**config.mk**
```make
export PLATFORM = sky130hd
export DESIGN_NAME = lineWritePromoter
export DESIGN_NICKNAME = d
export VERILOG_FILES = /design/src/rtl/lwpPkg.sv /design/src/rtl/lwpDatapath.sv /design/src/rtl/lwpControl.sv /design/src/rtl/lineWritePromoter.sv
export SDC_FILE = /design/constraint.sdc
export NUM_CORES = 1
export LEC_CHECK = 0
export BUFFER_PORTS_ARGS = -buffer_cell sky130_fd_sc_hd__buf_2
export CORE_ASPECT_RATIO = 0.9
export CORE_MARGIN = 10
export CORE_UTILIZATION = 50
export CTS_CLUSTER_DIAMETER = 40
export CTS_CLUSTER_SIZE = 8
export DETAILED_ROUTE_END_ITERATION = 12
export PLACE_DENSITY = 0.7
export SLEW_MARGIN = 10
export SYNTH_ARGS = -nofsm -noshare
export SYNTH_HDL_FRONTEND = slang
export SYNTH_HIERARCHICAL = 1
export SYNTH_SLANG_ARGS = --single-unit
```
**constraint.sdc**
```tcl
create_clock -name clk -period 7.4 [get_ports clk]
set_clock_uncertainty 0.1 [all_clocks]
set_input_delay 0.37 -clock clk [delete_from_list [all_inputs] [get_ports clk]]
set_output_delay 0.37 -clock clk [all_outputs]
set_load 0.005 [all_outputs]
```
**src/rtl/lwpPkg.sv**
```systemverilog
package lwpPkg;
  typedef struct packed {
    logic valid;
    logic readable;
    logic writable;
    logic dirty;
    logic mayExcl;
  } lineStat_t;

  typedef struct packed {
    logic fill;
    logic dropHit;
    logic respApply;
    logic snoopShare;
    logic snoopKill;
  } lineStrobe_t;
endpackage

```
**src/rtl/lwpDatapath.sv**
```systemverilog
module lwpDatapath import lwpPkg::*; #(
  parameter int NUM_LINES = 4,
  parameter int TAG_W     = 14,
  parameter int LINE_W    = 32
) (
  input  logic              clk,
  input  logic              rstN,
  input  lineStrobe_t       strobes,
  input  logic [TAG_W-1:0]  reqTag,
  input  logic [LINE_W-1:0] reqData,
  input  logic [TAG_W-1:0]  respTag,
  input  logic [TAG_W-1:0]  snoopTag,
  output logic              reqHit,
  output lineStat_t         reqStat,
  output logic [LINE_W-1:0] reqRdData,
  output logic              allocOk
);
  localparam int IDX_W = $clog2(NUM_LINES);

  lineStat_t         stat     [NUM_LINES];
  lineStat_t         statNext [NUM_LINES];
  logic [TAG_W-1:0]  tagMem   [NUM_LINES];
  logic [LINE_W-1:0] dataMem  [NUM_LINES];
  logic [IDX_W-1:0]  rrPtr, reqIdx, respIdx, snIdx, victimIdx;
  logic              respHit, snHit;
  logic [NUM_LINES-1:0] pendVec;

  always_comb begin
    reqHit = 1'b0; reqIdx = '0;
    respHit = 1'b0; respIdx = '0;
    snHit = 1'b0; snIdx = '0;
    for (int i = 0; i < NUM_LINES; i++) begin
      pendVec[i] = stat[i].valid && stat[i].dirty && !stat[i].writable;
      if (!reqHit && stat[i].valid && tagMem[i] == reqTag) begin
        reqHit = 1'b1; reqIdx = i[IDX_W-1:0];
      end
      if (!respHit && pendVec[i] && tagMem[i] == respTag) begin
        respHit = 1'b1; respIdx = i[IDX_W-1:0];
      end
      if (!snHit && stat[i].valid && tagMem[i] == snoopTag) begin
        snHit = 1'b1; snIdx = i[IDX_W-1:0];
      end
    end
  end

  always_comb begin
    logic found;
    found = 1'b0;
    victimIdx = '0;
    if (reqHit) begin
      found = !pendVec[reqIdx];
      victimIdx = reqIdx;
    end else begin
      for (int i = 0; i < NUM_LINES; i++) begin
        if (!found && !stat[i].valid) begin
          found = 1'b1; victimIdx = i[IDX_W-1:0];
        end
      end
      for (int k = 0; k < NUM_LINES; k++) begin
        if (!found && !pendVec[rrPtr + k[IDX_W-1:0]]) begin
          found = 1'b1; victimIdx = rrPtr + k[IDX_W-1:0];
        end
      end
    end
    allocOk = found;
  end

  assign reqStat   = reqHit ? stat[reqIdx] : '0;
  assign reqRdData = reqHit ? dataMem[reqIdx] : '0;

  always_comb begin
    for (int i = 0; i < NUM_LINES; i++) begin
      statNext[i] = stat[i];
      if (strobes.fill && victimIdx == i[IDX_W-1:0])
        statNext[i] = '{valid: 1'b1, readable: 1'b1, writable: 1'b0, dirty: 1'b1, mayExcl: 1'b1};
      if (strobes.dropHit && reqHit && reqIdx == i[IDX_W-1:0])
        statNext[i] = '0;
      if (strobes.respApply && respHit && respIdx == i[IDX_W-1:0]) begin
        statNext[i].writable = statNext[i].mayExcl;
        statNext[i].dirty    = 1'b0;
        statNext[i].mayExcl  = 1'b0;
      end
      if (strobes.snoopShare && snHit && snIdx == i[IDX_W-1:0]) begin
        statNext[i].writable = 1'b0;
        statNext[i].mayExcl  = 1'b0;
      end
      if (strobes.snoopKill && snHit && snIdx == i[IDX_W-1:0])
        statNext[i] = '0;
    end
  end

  always_ff @(posedge clk) begin
    if (!rstN) begin
      rrPtr <= '0;
      for (int i = 0; i < NUM_LINES; i++) begin
        stat[i]    <= '0;
        tagMem[i]  <= '0;
        dataMem[i] <= '0;
      end
    end else begin
      for (int i = 0; i < NUM_LINES; i++) stat[i] <= statNext[i];
      if (strobes.fill) begin
        tagMem[victimIdx]  <= reqTag;
        dataMem[victimIdx] <= reqData;
        rrPtr              <= rrPtr + 1'b1;
      end
    end
  end
endmodule

```
**src/rtl/lwpControl.sv**
```systemverilog
module lwpControl import lwpPkg::*; #(
  parameter int LINE_BYTES = 4,
  parameter int ADDR_W     = 16
) (
  input  logic                clk,
  input  logic                rstN,
  input  logic                fastWriteEn,
  input  logic                cpuReqValid,
  output logic                cpuReqReady,
  input  logic                cpuReqWrite,
  input  logic [ADDR_W-1:0]   cpuReqAddr,
  input  logic [$clog2(LINE_BYTES):0] cpuReqSize,
  input  logic [8*LINE_BYTES-1:0] cpuReqData,
  output logic                cpuWrAck,
  output logic                cpuRdValid,
  output logic                cpuRdHit,
  output logic                cpuRdExcl,
  output logic [8*LINE_BYTES-1:0] cpuRdData,
  output logic                memReqValid,
  input  logic                memReqReady,
  output logic                memReqInv,
  output logic [ADDR_W-1:0]   memReqAddr,
  output logic [$clog2(LINE_BYTES):0] memReqSize,
  output logic [8*LINE_BYTES-1:0] memReqData,
  input  logic                memRespValid,
  input  logic                memRespInv,
  input  logic                snoopValid,
  input  logic                snoopInv,
  input  logic                reqHit,
  input  lineStat_t           reqStat,
  input  logic [8*LINE_BYTES-1:0] reqRdData,
  input  logic                allocOk,
  output lineStrobe_t         strobes,
  output logic                blockedQ
);
  localparam int OFF_W  = $clog2(LINE_BYTES);
  localparam int SIZE_W = OFF_W + 1;

  logic promote, pendingHit, refuse, idle, accept;

  assign promote    = cpuReqWrite && fastWriteEn &&
                      (cpuReqSize == SIZE_W'(LINE_BYTES)) &&
                      (cpuReqAddr[OFF_W-1:0] == '0);
  assign pendingHit = reqHit && reqStat.dirty && !reqStat.writable;
  assign refuse     = cpuReqWrite &&
                      ((reqHit && reqStat.mayExcl) || (promote && (pendingHit || !allocOk)));
  assign idle        = !blockedQ && !memReqValid;
  assign cpuReqReady = idle && !refuse;
  assign accept      = cpuReqValid && cpuReqReady;

  always_comb begin
    strobes            = '0;
    strobes.fill       = accept && promote;
    strobes.dropHit    = accept && cpuReqWrite && !promote && reqHit;
    strobes.respApply  = memRespValid && memRespInv;
    strobes.snoopShare = snoopValid && !snoopInv;
    strobes.snoopKill  = snoopValid && snoopInv;
  end

  always_ff @(posedge clk) begin
    if (!rstN) begin
      blockedQ    <= 1'b0;
      memReqValid <= 1'b0;
      memReqInv   <= 1'b0;
      memReqAddr  <= '0;
      memReqSize  <= '0;
      memReqData  <= '0;
      cpuWrAck    <= 1'b0;
      cpuRdValid  <= 1'b0;
      cpuRdHit    <= 1'b0;
      cpuRdExcl   <= 1'b0;
      cpuRdData   <= '0;
    end else begin
      if (memRespValid && memRespInv)           blockedQ <= 1'b0;
      else if (cpuReqValid && idle && refuse)   blockedQ <= 1'b1;

      if (accept && cpuReqWrite) begin
        memReqValid <= 1'b1;
        memReqInv   <= promote;
        memReqAddr  <= cpuReqAddr;
        memReqSize  <= cpuReqSize;
        memReqData  <= cpuReqData;
      end else if (memReqReady) begin
        memReqValid <= 1'b0;
      end

      cpuWrAck   <= memRespValid;
      cpuRdValid <= accept && !cpuReqWrite;
      if (accept && !cpuReqWrite) begin
        cpuRdHit  <= reqHit && reqStat.valid && reqStat.readable;
        cpuRdExcl <= reqHit && reqStat.writable;
        cpuRdData <= reqRdData;
      end
    end
  end
endmodule

```
**src/rtl/lineWritePromoter.sv**
```systemverilog
module lineWritePromoter import lwpPkg::*; #(
  parameter int LINE_BYTES = 4,
  parameter int ADDR_W     = 16,
  parameter int NUM_LINES  = 4
) (
  input  logic                clk,
  input  logic                rstN,
  input  logic                fastWriteEn,
  input  logic                cpuReqValid,
  output logic                cpuReqReady,
  input  logic                cpuReqWrite,
  input  logic [ADDR_W-1:0]   cpuReqAddr,
  input  logic [$clog2(LINE_BYTES):0] cpuReqSize,
  input  logic [8*LINE_BYTES-1:0] cpuReqData,
  output logic                cpuWrAck,
  output logic                cpuRdValid,
  output logic                cpuRdHit,
  output logic                cpuRdExcl,
  output logic [8*LINE_BYTES-1:0] cpuRdData,
  output logic                memReqValid,
  input  logic                memReqReady,
  output logic                memReqInv,
  output logic [ADDR_W-1:0]   memReqAddr,
  output logic [$clog2(LINE_BYTES):0] memReqSize,
  output logic [8*LINE_BYTES-1:0] memReqData,
  input  logic                memRespValid,
  input  logic                memRespInv,
  input  logic [ADDR_W-1:0]   memRespAddr,
  input  logic                snoopValid,
  input  logic                snoopInv,
  input  logic [ADDR_W-1:0]   snoopAddr
);
  localparam int OFF_W  = $clog2(LINE_BYTES);
  localparam int TAG_W  = ADDR_W - OFF_W;
  localparam int LINE_W = 8 * LINE_BYTES;

  lineStrobe_t       strobes;
  lineStat_t         reqStat;
  logic              reqHit, allocOk, blockedQ;
  logic [LINE_W-1:0] reqRdData;

  lwpControl #(.LINE_BYTES(LINE_BYTES), .ADDR_W(ADDR_W)) uCtl (
    .clk, .rstN, .fastWriteEn, .cpuReqValid, .cpuReqReady, .cpuReqWrite,
    .cpuReqAddr, .cpuReqSize, .cpuReqData, .cpuWrAck, .cpuRdValid, .cpuRdHit,
    .cpuRdExcl, .cpuRdData, .memReqValid, .memReqReady, .memReqInv, .memReqAddr,
    .memReqSize, .memReqData, .memRespValid, .memRespInv, .snoopValid, .snoopInv,
    .reqHit, .reqStat, .reqRdData, .allocOk, .strobes, .blockedQ
  );

  lwpDatapath #(.NUM_LINES(NUM_LINES), .TAG_W(TAG_W), .LINE_W(LINE_W)) uDp (
    .clk, .rstN, .strobes,
    .reqTag   (cpuReqAddr[ADDR_W-1:OFF_W]),
    .reqData  (cpuReqData),
    .respTag  (memRespAddr[ADDR_W-1:OFF_W]),
    .snoopTag (snoopAddr[ADDR_W-1:OFF_W]),
    .reqHit, .reqStat, .reqRdData, .allocOk
  );
endmodule

```
## Yosys cells after proc, flatten, opt, wreduce, memory -nomap -nowiden

Memories as Yosys holds them, arrays and structs flattened.
Index checks and enable logic that the tools add are counted.

| cells by class | value |
|---|---|
| $add $sub $neg | 3 |
| muxes and demuxes | 98 |
| reduce and logical (&&, ||, !) cells | 131 |
| magnitude comparators | 5 |
| equality and inequality tests | 25 |
| bitwise operators | 5 |

Operators with widths:

| kind | count |
|---|---|
| $eq 14x14->1 | 12 |
| $mux 5 | 17 |
| $logic_and 1x1->1 | 84 |
| $mux 32 | 2 |
| $mux 1 | 54 |
| $logic_not 1->1 | 36 |
| $reduce_or 32->1 | 1 |
| $mux 2 | 15 |
| $eq 2x2->1 const B | 8 |
| $lt 2x3->1 const B | 5 |
| $mux 14 | 1 |
| $reduce_or 14->1 | 1 |
| $mux 3 | 4 |
| $bmux 1 s2 | 5 |
| $logic_not 2->1 | 5 |
| $eq 2x1->1 const B | 4 |
| $add 2x2->2 const B | 2 |
| $or 1x1->1 | 4 |
| $eq 3x3->1 const B | 1 |
| $add 2x1->2 const B | 1 |
| $logic_or 1x1->1 | 2 |
| $reduce_bool 2->1 | 1 |
| $reduce_or 2->1 | 1 |
| $not 1->1 | 1 |

| word-level totals | value |
|---|---|
| output and inout port bits | 90 |
| logic and storage cells | 282 |
| memories | 3 |
| flip-flop bits (word level) | 92 |
| bits of input ports | 93 |
| bits in writable memories | 204 |

Memory list:

| memory | words | width | read ports | clocked after memory_dff | wr ports | line | text |
|---|---|---|---|---|---|---|---|
| uDp.dataMem | 4 | 32 | 1 | 0 | 4 | lwpDatapath.sv:23 | `logic [LINE_W-1:0] dataMem [NUM_LINES];` |
| uDp.tagMem | 4 | 14 | 4 | 0 | 4 | lwpDatapath.sv:22 | `logic [TAG_W-1:0] tagMem [NUM_LINES];` |
| uDp.stat | 4 | 5 | 5 | 0 | 4 | lwpDatapath.sv:20 | `lineStat_t stat [NUM_LINES];` |

## Depth between registers and ports, before layout

An unclocked memory read counts as a cell.

| logic depth | value |
|---|---|
| depth after elaboration | 63 |
| gate-level depth with buffers | 19 |
| depth with buffers taken out | 15 |

## By module

Netlist, hierarchy kept.

By module, submodules not included:

| module | area each (µm²) | cells an instance | seq. area each (µm²) | instances |
|---|---|---|---|---|
| lwpDatapath | 10625.2 | 993 | 5885.6 | 1 |
| lwpControl | 3629.7 | 413 | 1801.7 | 1 |

## Least setup slack after synthesis

OpenSTA, ideal clock, no wires.

| path | value |
|---|---|
| path type | input-to-reg |
| start | input cpuReqAddr[5] |
| end | memory uDp.dataMem[3][0] (enable) |
| path buffers | 4 |
| arrival time | 5.006 ns |
| library setup time | 0.411 ns |
| data required time | 6.889 ns |
| stages on the path | 16 |
| slack | 1.883 ns |
| cell sequence | buf_2 -> xnor2_1 -> nand4_1 -> or4_1 -> nor2_2 -> clkbuf_1 -> a222oi_1 -> a31oi_1 -> a211o_2 -> buf_2 -> nand2_1 -> a211oi_1 -> clkbuf_1 -> inv_1 -> a2111oi_4 -> nand2b_1 |

RTL lines:

| item | line | text |
|---|---|---|
| start: declaration | lineWritePromoter.sv:12 | `input logic [ADDR_W-1:0] cpuReqAddr,` |
| end: declaration | lwpDatapath.sv:23 |  |

==> run summary <==
Among all stages on the critical path, the largest delay is contributed by nor2_4. The aggregate negative setup slack was 0 ns; the clock-pin slew on the worst setup and hold paths was 0.05 ns. The number of instances on the worst hold path was 3; the logic depth of the worst register-to-register path was 15. The routed design has 46,900 um of wire. For the gate count after technology mapping, the log shows 1,406.

The final number of max-transition violations is 0, and the distinct cell type count after synthesis is 71. The logs give 0 for the hold violation count in the final report and 50.9% for the initial core utilization. The number of clock buffers added by TritonCTS is 46. The worst reg2reg path startpoint is uDp/tagMem[1][6]. The required arrival time at the worst endpoint is 7.54 ns.

Across every metal layer, demand over resource in global routing totals 25.7%. After filler insertion, the fill cell instance count of the layout stands at 2,312. For this run, the leading register cell type out of synthesis is edfxtp_1.

In this run the tool buffered the top-level ports with 178 buffer cells. For this run, the slowest stage of the critical path takes 0.88 ns. Counting flops with a built-in enable in the synthesized netlist gives 184. Walking the worst path, the cells encountered are xnor2_1 > nand4_1 > or4_1 > nor2_4 > a222oi_1 > a21oi_1 > nand3b_1 > a211o_2 > nand2_1 > a211oi_1 > buf_4 > inv_1 > nor3_1 > nand2b_2 > buf_12. The count of nets left with antenna violations once routing finished came out at 0. Summed over all cells, the static leakage comes to 6.50 nW.

The run gives 0 as the number of DRC violations after detailed routing. The part of the Yosys area used for sequential elements is 53.9%. Layout net count: 1,665. The buffering stage count on the worst path with inverters included works out to 3.

The ratio of routed vias to standard cells was 5.95; the total setup violations reported at the end of the flow was 0. Timing would allow up to 0.166 GHz. In this run the critical register-to-register path is captured at uDp/dataMem[0][23]. For this run, the number of standard cells in the final layout without fillers is 1,971. The tools report the kind of capture point of the worst setup path as a flop.

Summed over all layers, the global routing overflow is 0. The worst setup path is launched from a flop. For the worst-skew pair, the clock arrives at the later sink with an insertion delay of 0.55 ns. Clock tree synthesis found a total of 292 sinks. The post-route netlist has 21.2% of its cells at a drive strength greater than 1.

The initial antenna violation count came out at 1. The die covers 35,700 um^2. The top cell type by total area after synthesis was edfxtp_1. Final hold analysis gives a worst-case slack of 0.0112 ns. Among cell families on the critical path, the largest total delay comes from simple AND/OR/NAND/NOR gates. The first detailed-routing pass ran for 6 iterations.

The maximum number of buffers from clock root to sink was 3; the synthesized area was 14,300 um^2. Of all nets on the critical path, the largest fanout is 37. For this block, the via count after detailed routing is 11,719.

The die outline height works out to 180 um. The area growth from synthesis to layout is 19.5%. Setup repair after global routing left no endpoint under its margin.

The data arrival time of the critical path was 6.15 ns; the synthesized netlist net count was 1,499. The worst path meets setup with 1.39 ns of slack. The number of global-route vias before repair is 11,615. Counting flops with an async set or reset pin after synthesis yields a share of 0%. The core region is 28,000 um^2.

For the deepest level of the CTS H-tree, the log shows 2. In this run the power density over the cells is 241 nW/um^2. For the boundary pin count, the log shows 183. Critical hold path startpoint: cpuReqData[29]. The number of warnings issued by yosys is 6, and the site row count is 58.

Max-cap violations in this run came to 0. After synthesis, the most frequently instantiated cells are 184 x edfxtp_1, 168 x nand2_1, 153 x nor2_1. Dividing the detail-routed wire length by the instance count gives 23.8 um. VDD sags by at most 0.175 mV.

In this run, placement finished with an instance count of 1,858. The logs give 31,600 um for the estimated wirelength of the detail-placed design and 1.42 ns for the worst-case setup slack after placement. After the first detailed-routing iteration, the DRC count stood at 1,319. Sorting the synthesized cells by area gives the leading types as edfxtp_1 39%, dfxtp_1 15%, xnor2_1 6.5%.

Each instance of the synthesized netlist takes up on average 10.1 um^2. The start-to-end type of the worst setup path was flop to flop. The worst hold path terminates at uCtl/memReqData[29]. For this run, the share of the core covered by cells in the final layout is 60.8%.

Share of the synthesized area in the top cell type: 38.8%. The last weighted congestion value of the routability-driven placer was 1.01. The most instantiated library cell after synthesis was edfxtp_1. The wire length of the first global-routing pass was 71,000 um; the time the worst path needs with I/O delays and setup was 6.01 ns.

The worst hold-check path type was primary input to flop. After layout, the worst path uses 81.2% of the clock period. The run gives 26.4% as the headroom to the max-slew limit. The tools report the setup slack of the most critical reg-to-reg path as 1.39 ns.

TritonCTS built the clock tree. The root buffer cell chosen for the clock tree is clkbuf_16. Entering global routing, the biggest net connects 53 pins. The slew at the pin closest to its max-slew limit was 1.10 ns. Measured along the x axis, the die boundary spans 198 um. The run finished with clean final reports.

The register bit total from synthesis came out at 292.
==> where the power goes <==
group | internal, mW | switching [mW] | total (mW)
Sequential | 1.77 | 0.0330 | 1.81
Combinational | 0.102 | 0.170 | 0.273
Clock | 1.27 | 0.750 | 2.02
Total | 3.15 | 0.953 | 4.10
==> stage by stage <==
stage               power (mW)  instance area (um^2)
floorplan                 1.98                 14300
global placement          2.09                 15300
detailed placement        2.10                 15300
CTS                       4.12                 17000
global route              4.22                 17000
finish                    4.10                 17000
==> cell type report <==
cell class | instances | area [um^2] | share of cell area [%]
Clock buffer | 73 | 1250 | 7.35
Sequential cell | 292 | 7690 | 45.1
Multi-Input combinational cell | 949 | 5880 | 34.5
Inverter | 58 | 220 | 1.29
Tap cell | 360 | 450 | 2.64
Antenna cell | 2 | 5.00 | 0.0294
Timing Repair Buffer | 225 | 1340 | 7.86
Clock inverter | 12 | 200 | 1.18
==> worst register-to-register path: stages (launching register included) <==
cell and delay, ns:
edfxtp_1 0.50, xnor2_1 0.26, nand4_1 0.17, or4_1 0.69, nor2_4 0.88, a222oi_1 0.36
a21oi_1 0.30, nand3b_1 0.22, a211o_2 0.17, nand2_1 0.10, a211oi_1 0.25, buf_4 0.22
inv_1 0.14, nor3_1 0.38, nand2b_2 0.63, buf_12 0.29
==> worst max-delay path by stage <==
stage	start	to	slack (ns)	depth (start not counted)
floorplan	cpuReqAddr[5]	uDp/dataMem[3][0]	1.88	16
global placement	cpuReqAddr[10]	uDp/tagMem[0][3]	1.44	16
detailed placement	cpuReqAddr[10]	uDp/tagMem[0][13]	1.42	16
CTS	uDp/tagMem[0][13]	uDp/tagMem[0][3]	1.42	15
global route	uDp/tagMem[1][8]	uDp/tagMem[0][3]	1.09	15
finish	uDp/tagMem[1][6]	uDp/dataMem[0][23]	1.39	15
==> registers in the layout, summed over array words and instances, names as in the netlist <==
register / flops
uCtl/blockedQ: 1
uCtl/cpuRdData: 32
uCtl/cpuRdExcl: 1
uCtl/cpuRdHit: 1
uCtl/cpuRdValid: 1
uCtl/cpuWrAck: 1
uCtl/memReqAddr: 16
uCtl/memReqData: 32
uCtl/memReqInv: 1
uCtl/memReqSize: 3
uCtl/memReqValid: 1
uDp/dataMem: 128
uDp/rrPtr: 2
uDp/stat: 16
uDp/tagMem: 56
==> cells in the final DEF, fill, tap and decap left out, types with 4 or more instances in the layout <==
| cell type | count |
|---|---|
| o21ai_0 | 9 |
| edfxtp_1 | 184 |
| and4_1 | 4 |
| a222oi_1 | 36 |
| nor4_1 | 23 |
| a31oi_1 | 4 |
| clkbuf_16 | 46 |
| a21oi_2 | 50 |
| nand2b_1 | 4 |
| dlygate4sd3_1 | 25 |
| nor2_1 | 152 |
| buf_4 | 19 |
| o21ai_1 | 48 |
| o21a_1 | 4 |
| nand3_1 | 64 |
| nor2b_1 | 7 |
| nand4_1 | 38 |
| clkbuf_1 | 27 |
| nand2_1 | 166 |
| inv_1 | 57 |
| dfxtp_1 | 108 |
| or4_1 | 6 |
| buf_2 | 178 |
| xor2_1 | 64 |
| nand3b_1 | 8 |
| a21oi_1 | 80 |
| nor3_1 | 12 |
| xnor2_1 | 106 |
==> what timing repair did <==
item	CTS	global route
resized for setup	0	0
endpoints found under the hold margin	25	0
hold buffers	25	0
endpoints found under the setup margin	0	0
buffers inserted	0	0
==> cell families (layout without fill, tap and decap cells) <==
kind of cell,count (synthesis),in the layout,share of synthesized area (%)
simple gates,517,517,17.2
flops,292,292,53.9
compound gates,262,262,13.1
xor+xnor,170,170,10.4
buf+inv,165,368,5.34
other cells,0,2,0
==> layer usage <==
layer | global-route usage, % | routed length, um | vias up
met5 | 0 | 0 | -
met4 | 6.73 | 1040 | 0
met3 | 4.28 | 3900 | 74
met2 | 40.4 | 21800 | 569
met1 | 35.8 | 20200 | 5761
li1 | - | - | 5315
Note: power is estimated with default switching activity, not from simulation.
